===== src/rtl/cordic_wave_pkg.sv =====
package cordic_wave_pkg;

  // Strobes from control to datapath
  typedef struct packed {
    logic capture;  // first stage loads a new angle
    logic busy;     // some valid sample still has stages to cross
  } pipeStrobe_t;

  localparam real PI_R = 3.14159265358979323846;

  // 2^-n as a real
  function automatic real powHalf(input int n);
    real r;
    r = 1.0;
    for (int j = 0; j < n; j++) r = r / 2.0;
    return r;
  endfunction

  // 2^n as a real
  function automatic real powTwo(input int n);
    real r;
    r = 1.0;
    for (int j = 0; j < n; j++) r = r * 2.0;
    return r;
  endfunction

  // arctangent for 0 < x <= 1 by power series (x = 1 handled exactly)
  function automatic real seriesAtan(input real x);
    real acc;
    real term;
    real x2;
    if (x >= 1.0) return PI_R / 4.0;
    acc  = 0.0;
    term = x;
    x2   = x * x;
    for (int k = 0; k < 80; k++) begin
      if ((k % 2) == 0) acc = acc + term / real'(2 * k + 1);
      else              acc = acc - term / real'(2 * k + 1);
      term = term * x2;
    end
    return acc;
  endfunction

  // atan(2^-idx) in angle codes, 2^angW codes per turn, rounded
  function automatic int atanCode(input int idx, input int angW);
    real r;
    r = seriesAtan(powHalf(idx)) / (2.0 * PI_R) * powTwo(angW);
    return $rtoi(r + 0.5);
  endfunction

  function automatic real sqrtReal(input real v);
    real y;
    y = 1.0;
    for (int j = 0; j < 40; j++) y = (y + v / y) / 2.0;
    return y;
  endfunction

  // product of 1/sqrt(1 + 4^-i) over all stages
  function automatic real invGain(input int nStage);
    real g;
    g = 1.0;
    for (int i = 0; i < nStage; i++) g = g / sqrtReal(1.0 + powHalf(2 * i));
    return g;
  endfunction

  // pre-scaled start value for X, unity = 2^(w-2)
  function automatic int xInitCode(input int nStage, input int w);
    return $rtoi(invGain(nStage) * powTwo(w - 2) + 0.5);
  endfunction

endpackage


===== src/rtl/cordic_wave_symshr.sv =====
// Divide by 2^SH, rounding toward zero, so +v and -v give mirrored results.
module cordic_wave_symshr #(
  parameter int W  = 16,
  parameter int SH = 0
) (
  input  logic signed [W-1:0] din,
  output logic signed [W-1:0] dout
);
  logic         isNeg;
  logic [W-1:0] magnitude;
  logic [W-1:0] shifted;

  always_comb begin
    isNeg     = din[W-1];
    magnitude = isNeg ? W'(-din) : W'(din);
    shifted   = magnitude >> SH;
    dout      = isNeg ? -signed'(shifted) : signed'(shifted);
  end
endmodule


===== src/rtl/cordic_wave_stage.sv =====
// One CORDIC iteration with its output register.
module cordic_wave_stage
  import cordic_wave_pkg::*;
#(
  parameter int W   = 16,
  parameter int IDX = 0
) (
  input  logic                clk,
  input  logic                en,
  input  logic signed [W-1:0] xIn,
  input  logic signed [W-1:0] yIn,
  input  logic signed [W-1:0] zIn,
  input  logic                mirIn,
  output logic signed [W-1:0] xOut,
  output logic signed [W-1:0] yOut,
  output logic signed [W-1:0] zOut,
  output logic                mirOut
);
  localparam logic signed [W-1:0] STEP = W'(atanCode(IDX, W));

  logic signed [W-1:0] xShr;
  logic signed [W-1:0] yShr;
  logic signed [W-1:0] xNext;
  logic signed [W-1:0] yNext;
  logic signed [W-1:0] zNext;
  logic                zZero;
  logic                turnPos;

  cordic_wave_symshr #(.W(W), .SH(IDX)) u_shrX (.din(xIn), .dout(xShr));
  cordic_wave_symshr #(.W(W), .SH(IDX)) u_shrY (.din(yIn), .dout(yShr));

  always_comb begin
    zZero = (zIn == '0);
    // positive residual turns positive; an exact zero follows the sample's
    // mirror flag so +a and -a always pick opposite directions
    turnPos = (!zIn[W-1] && !zZero) || (zZero && !mirIn);
    if (turnPos) begin
      xNext = xIn - yShr;
      yNext = yIn + xShr;
      zNext = zIn - STEP;
    end else begin
      xNext = xIn + yShr;
      yNext = yIn - xShr;
      zNext = zIn + STEP;
    end
  end

  always_ff @(posedge clk) begin
    if (en) begin
      xOut   <= xNext;
      yOut   <= yNext;
      zOut   <= zNext;
      mirOut <= mirIn;
    end
  end
endmodule


===== src/rtl/cordic_wave_dp.sv =====
// Rotation chain: one registered stage per iteration.
module cordic_wave_dp
  import cordic_wave_pkg::*;
#(
  parameter int DW   = 16,
  parameter int NSTG = DW
) (
  input  logic                 clk,
  input  pipeStrobe_t          strb,
  input  logic signed [DW-1:0] angleIn,
  output logic signed [DW-1:0] cosOut,
  output logic signed [DW-1:0] sinOut
);
  localparam logic signed [DW-1:0] X_INIT = DW'(xInitCode(NSTG, DW));
  localparam logic signed [DW-1:0] Y_INIT = '0;

  logic signed [DW-1:0] xS   [NSTG];
  logic signed [DW-1:0] yS   [NSTG];
  logic signed [DW-1:0] zS   [NSTG];
  logic                 mirS [NSTG];

  for (genvar k = 0; k < NSTG; k++) begin : g_stage
    if (k == 0) begin : g_head
      cordic_wave_stage #(.W(DW), .IDX(0)) u_stg (
        .clk    (clk),
        .en     (strb.capture),
        .xIn    (X_INIT),
        .yIn    (Y_INIT),
        .zIn    (angleIn),
        .mirIn  (angleIn[DW-1]),
        .xOut   (xS[0]),
        .yOut   (yS[0]),
        .zOut   (zS[0]),
        .mirOut (mirS[0])
      );
    end else begin : g_body
      cordic_wave_stage #(.W(DW), .IDX(k)) u_stg (
        .clk    (clk),
        .en     (strb.busy),
        .xIn    (xS[k-1]),
        .yIn    (yS[k-1]),
        .zIn    (zS[k-1]),
        .mirIn  (mirS[k-1]),
        .xOut   (xS[k]),
        .yOut   (yS[k]),
        .zOut   (zS[k]),
        .mirOut (mirS[k])
      );
    end
  end

  assign cosOut = xS[NSTG-1];
  assign sinOut = yS[NSTG-1];
endmodule


===== src/rtl/cordic_wave_ctl.sv =====
// Valid tracking and stage enables.
module cordic_wave_ctl
  import cordic_wave_pkg::*;
#(
  parameter int NSTG = 16
) (
  input  logic        clk,
  input  logic        rst,
  input  logic        inValid,
  output pipeStrobe_t strb,
  output logic        outValid
);
  logic [NSTG-1:0] vld;

  always_ff @(posedge clk) begin
    if (rst) vld <= '0;
    else     vld <= {vld[NSTG-2:0], inValid};
  end

  always_comb begin
    strb.capture = inValid;
    strb.busy    = |vld[NSTG-2:0];
  end

  assign outValid = vld[NSTG-1];
endmodule


===== src/rtl/cordic_wave_gen.sv =====
module cordic_wave_gen
  import cordic_wave_pkg::*;
#(
  parameter int DW   = 16,
  parameter int NSTG = DW
) (
  input  logic                 clk,
  input  logic                 rst,
  input  logic                 inValid,
  input  logic signed [DW-1:0] angleIn,
  output logic                 outValid,
  output logic signed [DW-1:0] cosOut,
  output logic signed [DW-1:0] sinOut
);
  pipeStrobe_t strb;

  cordic_wave_ctl #(.NSTG(NSTG)) u_ctl (
    .clk      (clk),
    .rst      (rst),
    .inValid  (inValid),
    .strb     (strb),
    .outValid (outValid)
  );

  cordic_wave_dp #(.DW(DW), .NSTG(NSTG)) u_dp (
    .clk     (clk),
    .strb    (strb),
    .angleIn (angleIn),
    .cosOut  (cosOut),
    .sinOut  (sinOut)
  );
endmodule


===== config.mk =====
export PLATFORM = sky130hd
export DESIGN_NAME = cordic_wave_gen
export DESIGN_NICKNAME = d
export VERILOG_FILES = /design/src/rtl/cordic_wave_pkg.sv /design/src/rtl/cordic_wave_symshr.sv /design/src/rtl/cordic_wave_stage.sv /design/src/rtl/cordic_wave_dp.sv /design/src/rtl/cordic_wave_ctl.sv /design/src/rtl/cordic_wave_gen.sv
export SDC_FILE = /design/constraint.sdc
export NUM_CORES = 2
export LEC_CHECK = 0
export BUFFER_PORTS_ARGS = -buffer_cell sky130_fd_sc_hd__buf_2
export CORE_UTILIZATION = 59
export CTS_CLUSTER_SIZE = 40
export DETAILED_ROUTE_END_ITERATION = 7
export GPL_TIMING_DRIVEN = 0
export PLACE_DENSITY = 0.88
export REMOVE_ABC_BUFFERS = 1
export SKIP_CTS_REPAIR_TIMING = 1
export SYNTH_ARGS = -nofsm -noshare
export SYNTH_HDL_FRONTEND = slang
export SYNTH_SLANG_ARGS = --single-unit

===== constraint.sdc =====
create_clock -name clk -period 28.8 [get_ports clk]
set_input_delay 2.88 -clock clk [delete_from_list [all_inputs] [get_ports clk]]
set_output_delay 2.88 -clock clk [all_outputs]
set_load 0.01 [all_outputs]

**Word level (Yosys, flattened, before mapping)**

Index checks and enable logic that the tools add are counted.

- Input bits: 19
- Output and inout bits: 33
- Flip-flop bits (word level): 767

- Multiplexer cells: 104
- Reduce and logical (&&, ||, !) cells: 112
- $add $sub $neg: 148

Operators with widths:

| cell | number |
|---|---|
| $mux 16 | 104 |
| $neg 16->16 | 29 |
| $add 16x16->16 | 28 |
| $sub 16x16->16 | 28 |
| $logic_not 16->1 | 16 |
| $logic_not 1->1 | 47 |
| $add 16x14->16 const B | 2 |
| $add 16x2->16 const B | 2 |
| $logic_and 1x1->1 | 32 |
| $neg 1->16 | 2 |
| $neg 10->16 | 2 |
| $neg 11->16 | 2 |
| $neg 12->16 | 2 |
| $neg 13->16 | 2 |
| $neg 14->16 | 2 |
| $neg 2->16 | 2 |
| $neg 3->16 | 2 |
| $neg 4->16 | 2 |
| $neg 5->16 | 2 |
| $neg 6->16 | 2 |
| $neg 7->16 | 2 |
| $neg 8->16 | 2 |
| $neg 9->16 | 2 |
| $sub 16x14->16 const B | 2 |
| 30 further kinds | 46 |

**Longest topological paths before layout**

- Depth after elaboration: 6
- Depth in mapped cells: 23
- Mapped depth without buffers: 22

**By module**

A second synthesis with hierarchy kept.

- Cells, all modules: 8656
- Area, all modules: 79483.7 µm²

By module, submodules not included:

| module | cells an instance | area an instance (µm²) | times used | sequential area each (µm²) |
|---|---|---|---|---|
| cordic_wave_stage (u_dp.g_stage[13].g_body.u_stg ...) | 419 | 4100.2 | 2 | 1471.4 |
| cordic_wave_stage (u_dp.g_stage[4].g_body.u_stg) | 454 | 4281.6 | 1 | 1471.4 |
| cordic_wave_stage (u_dp.g_stage[2].g_body.u_stg) | 443 | 4217.8 | 1 | 1471.4 |
| cordic_wave_stage (u_dp.g_stage[12].g_body.u_stg) | 419 | 4154.0 | 1 | 1471.4 |
| cordic_wave_stage (u_dp.g_stage[3].g_body.u_stg) | 431 | 4151.5 | 1 | 1471.4 |
| cordic_wave_stage (u_dp.g_stage[6].g_body.u_stg) | 425 | 4145.2 | 1 | 1471.4 |
| cordic_wave_stage (u_dp.g_stage[11].g_body.u_stg) | 419 | 4136.5 | 1 | 1471.4 |
| cordic_wave_stage (u_dp.g_stage[5].g_body.u_stg) | 432 | 4131.5 | 1 | 1471.4 |
| cordic_wave_stage (u_dp.g_stage[7].g_body.u_stg) | 415 | 4106.4 | 1 | 1471.4 |
| cordic_wave_stage (u_dp.g_stage[1].g_body.u_stg) | 435 | 4105.2 | 1 | 1471.4 |
| cordic_wave_stage (u_dp.g_stage[10].g_body.u_stg) | 418 | 4093.9 | 1 | 1471.4 |
| cordic_wave_stage (u_dp.g_stage[8].g_body.u_stg) | 421 | 4060.1 | 1 | 1471.4 |
| cordic_wave_stage (u_dp.g_stage[9].g_body.u_stg) | 382 | 3861.2 | 1 | 1471.4 |
| cordic_wave_stage (u_dp.g_stage[0].g_head.u_stg) | 343 | 3547.2 | 1 | 1471.4 |
| +19 rows | -- | -- | -- | -- |

**Least setup slack after synthesis**

No wires, ideal clock.

- Path kind: register to register
- Start: register u_ctl.vld[6]
- End: register u_dp.g_stage[10].g_body.u_stg.mirOut (enable)
- Period minus slack after synthesis: 27.820 ns
- Buffers on the path: 0
- Slack: 0.980 ns
- Required time: 20.695 ns
- Data arrival time: 19.715 ns
- Stages on the path, launching flop included: 3
- Path through: dfxtp_1 > nor4_1 > nand4_1

- Longest elaborated chain between the ends: 1

Ends and longest elaborated chain:

| what | RTL line | RTL |
|---|---|---|
| from (decl) | cordic_wave_ctl.sv:13 | `logic [NSTG-1:0] vld;` |
| from (signal assigned) | cordic_wave_ctl.sv:17 | `else vld <= {vld[NSTG-2:0], inValid};` |
| $reduce_or 15->1 | cordic_wave_ctl.sv:22 | `strb.busy = \|vld[NSTG-2:0];` |
| net u_dp.g_stage[10].g_body.u_stg.en | cordic_wave_stage.sv:9 | `input logic en,` |
| to (signal assigned) | cordic_wave_stage.sv:53 | `mirOut <= mirIn;` |
| to (decl) | cordic_wave_stage.sv:17 | `output logic mirOut` |

The timed path passes the listed nets, and every way through them passes these cells.
A chain may end at the register's enable or synchronous reset.

**Final worst setup path**

- Start: register u_dp.g_stage[7].g_body.u_stg.yOut[0]
- End: register u_dp.g_stage[8].g_body.u_stg.xOut[15] (data pin)

- Longest elaborated chain between the ends: 6
- Elaborated cells between the ends (all ways): 7

Ends and longest elaborated chain:

| what | RTL line | RTL |
|---|---|---|
| from (decl) | cordic_wave_stage.sv:15 | `output logic signed [W-1:0] yOut,` |
| from (signal assigned) | cordic_wave_stage.sv:51 | `yOut <= yNext;` |
| $neg 16->16 * | cordic_wave_symshr.sv:15 | `magnitude = isNeg ? W'(-din) : W'(din);` |
| $mux 16 * | cordic_wave_symshr.sv:15 |  |
| $neg 8->16 | cordic_wave_symshr.sv:17 | `dout = isNeg ? -signed'(shifted) : signed'(shifted);` |
| $mux 16 * | cordic_wave_symshr.sv:17 |  |
| $add 16x16->16 or $sub 16x16->16 (tied branches) | cordic_wave_stage.sv:42, cordic_wave_stage.sv:38 |  |
| $mux 16 * | cordic_wave_stage.sv:37 | `if (turnPos) begin` |
| net u_dp.g_stage[8].g_body.u_stg.xNext[15] | cordic_wave_stage.sv:23 | `logic signed [W-1:0] xNext;` |
| to (signal assigned) | cordic_wave_stage.sv:50 | `xOut <= xNext;` |
| to (decl) | cordic_wave_stage.sv:14 | `output logic signed [W-1:0] xOut,` |

The timed path passes the listed nets; every way through them passes the cells marked *.

==> impl_results.md <==
* Status: complete, but fails checks
* Failing checks: design-rule violations
* Hold path start: u_dp.g_stage[4].g_body.u_stg.mirOut
* Most frequent cells in the layout: 725 x edfxtp_1, 680 x ha_1, 567 x xnor2_1, 504 x nor2_1, 484 x a21oi_1
* Most common cell after layout, fill and taps aside: edfxtp_1
* Clock tree buffer depth at 3
* Distinct cells, synth at 100
* CTS tree: done
* Ys flop type: edfxtp_1
* Maximum number of pins on one net before global-route repair at 33
* Cell count after synthesis at roughly 6,500
* Hold path endpoint: u_dp.g_stage[5].g_body.u_stg.mirOut
* Post-synth EDFFs at between 700 and 800
* Share of cells above drive strength 1 at 0.05749
* H-tree levels at 3
* Port Buffers at 51
* Syn avg cell area at roughly 9.6 µm²
* Sequential cell area at about 22,000 µm²
* R2R Setup Slk at around 22 ns
* Sequential area share after synthesis at 0.3518
* R2R cell count at 18
* GRT Total Usage at 0.2647
* Post-DP HPWL at roughly 110,000 µm
* Worst Setup Path Type: flip-flop to flip-flop
* CTS Buf Count at 85
* Worst r2r dst: u_dp.g_stage[8].g_body.u_stg.xOut[15]
* Slew HR at 0.2544
* Routed wire length at 145,600 µm
* Final Critical Period at 6.443 ns
* Gr ovfl total at 0
* Post-route cell area at a little under 70,000 µm²
* Dpl cell area at ~65,000 µm²
* Num ports at 52
* Cell Area, Synth at around 63,000 µm²
* Unrepaired setup endpoints after global routing: false
* Worst-Skew Late Latency at around 0.7 ns
* Clk root buf: clkbuf_16
* First-pass GRT wire length at between 200,000 and 250,000 µm
* Max-cap viol count at 0
* Die Wd at between 300 and 400 µm
* Async S/R FF share, synth at 0
* Skew final at between 0.05 and 0.06 ns
* Drt drc at 16
* Initial antenna violation count at 1
* Cell Rows at ~120
* Hold depth at 0
* Worst hold path type: flip-flop to flip-flop
* Post-layout net count at about 7,400
* Drt initial violations at roughly 4,200
* Slew Viols, Final at 0
* Critical Path RT at ~30 ns
* Placer Congestion at between 0.9 and 1
* Starting Density at 0.5958
* Post-synthesis register bit count at approximately 740
* WL/cell at 18.03 µm
* Worst Setup Start Kind: flip-flop
* Worst slew pin tran at 1.104 ns
* CTS sink cnt at roughly 740
* DRT antenna net count at 0
* Router iterations before antenna repair at 8
* Vias in the first global route at just under 50,000
* Fill cell count at about 7,900
* Worst r2r src: u_dp.g_stage[7].g_body.u_stg.yOut[0]
* Worst setup EP type: flip-flop
* Die ar. at 107,800 µm²
* CTS clock-pin slew for the worst setup and hold paths at ~0.060 ns
* Yosys warns at 0
* Multi-input combinational cell area at about 39,000 µm²
* Fin. Hold Viols at 0
* Final worst path period share at 0.2237
* Max Clk Rate at 155.2 MHz
* Die H at 328.3 µm
* Crit path max fanout at 7
* # setup viols final at 0
* Worst Path Arrival at approximately 7 ns
* Area growth, synth to finish at 8.364%
* Vias/cell at about 6.3
* Total core area at approximately 110,000 µm²
* Vias after detailed routing at a little over 50,000
[layer usage]
layer	vias to the layer above	global-route usage	wire, µm
met3	475	0.03793	8482
li1	24669	-	-
met1	24009	0.3029	57460
met5	-	0	0
met2	1794	0.4815	72750
met4	0	0.1287	6854
[synthesized netlist by cell type, drive strengths merged (60+ instances only)]
cell / count / share of area
edfxtp: 725 / 0.35
ha: 680 / 0.14
xnor2: 568 / 0.079
nor2: 504 / 0.030
a21oi: 485 / 0.039
nand2: 391 / 0.023
inv: 321 / 0.019
xor2: 316 / 0.044
o21ai: 306 / 0.025
nor3: 207 / 0.017
nand3: 204 / 0.016
nor4: 139 / 0.015
a21o: 135 / 0.016
o21bai: 101 / 0.012
and3: 98 / 0.0098
clkbuf: 97 / 0.0058
nor2b: 91 / 0.0091
a31oi: 89 / 0.0090
nand4: 85 / 0.0085
and2: 67 / 0.0067
a211oi: 60 / 0.0072
[cell families after synthesis]
| group | count (synthesis) | synth area share |
|---|---|---|
| buf+inv | 450 | 0.02715 |
| xor+xnor | 888 | 0.1248 |
| fa+ha+maj | 726 | 0.1501 |
| flops | 741 | 0.3518 |
| simple gates | 2065 | 0.1687 |
| mux | 71 | 0.01169 |
| other cells | 1 | 0.00005971 |
| compound gates | 1601 | 0.1656 |
[worst max-delay path: stages, from the launching register on]
cell and delay [ns]:
edfxtp_1 0.45, nor4_1 0.95, nand2_1 0.24, nand2_1 0.16
xor2_1 0.52, ha_1 0.35, mux2i_1 0.29, ha_1 0.29
o21ai_0 0.64, ha_1 0.37, nor2b_1 0.13, o21ai_0 0.23
a21boi_0 0.17, o21ai_0 0.30, a21oi_1 0.16, a41o_1 0.30
o21ai_0 0.30, o21ai_0 0.17, xnor2_1 0.14
[stage by stage]
| step | std cells | util | worst slack (ns) | TNS (ns) | hold WS [ns] |
|---|---|---|---|---|---|
| global route | 8072 | 0.6456 | 22.00 | 0 | 0.4373 |
| global placement | 7860 | 0.6101 | -8.242 | -5698.46 | 0.4389 |
| finish | 8072 | 0.6456 | 22.36 | 0 | 0.4352 |
| CTS | 8070 | 0.6455 | 22.60 | 0 | 0.4273 |
| detailed placement | 7916 | 0.6193 | 22.62 | 0 | 0.4352 |
| floorplan | 6418 | - | 0.9795 | 0 | 0.4176 |
[area by class of cell]
cell class              instances  area share
repair buffers                108     0.01747
clock buffers                 105     0.03282
diodes                          1  0.00003677
multi-input cells            5353      0.5738
inverters                     324     0.01787
well taps                    1391     0.02557
clock inverters                49    0.007795
flip-flops and latches        741      0.3246
[registers in the layout, indices dropped and copies added, names as in the netlist]
| signal | cells |
|---|---|
| u_dp.g_stage.g_head.u_stg.zOut | 16 |
| u_dp.g_stage.g_body.u_stg.mirOut | 14 |
| u_dp.g_stage.g_body.u_stg.zOut | 224 |
| u_dp.g_stage.g_body.u_stg.xOut | 231 |
| u_dp.g_stage.g_body.u_stg.yOut | 237 |
| u_ctl.vld | 16 |
| u_dp.g_stage.g_head.u_stg.yOut | 2 |
| u_dp.g_stage.g_head.u_stg.mirOut | 1 |
[worst max-delay path by stage]
stage / cells past startpoint / slack [ns] / from / end
floorplan: 2 / 0.98 / u_ctl.vld[6] / u_dp.g_stage[10].g_body.u_stg.mirOut
global placement: 2 / -8.24 / u_ctl.vld[2] / u_dp.g_stage[14].g_body.u_stg.zOut[11]
detailed placement: 18 / 22.62 / u_dp.g_stage[7].g_body.u_stg.yOut[0] / u_dp.g_stage[8].g_body.u_stg.xOut[15]
CTS: 18 / 22.60 / u_dp.g_stage[7].g_body.u_stg.yOut[0] / u_dp.g_stage[8].g_body.u_stg.xOut[15]
global route: 20 / 22.00 / u_dp.g_stage[7].g_body.u_stg.yOut[0] / u_dp.g_stage[8].g_body.u_stg.xOut[14]
finish: 18 / 22.36 / u_dp.g_stage[7].g_body.u_stg.yOut[0] / u_dp.g_stage[8].g_body.u_stg.xOut[15]
Power is left out: the tool's default activity adds up to more than one toggle a clock period on the data nets, which glitch-free logic cannot reach.
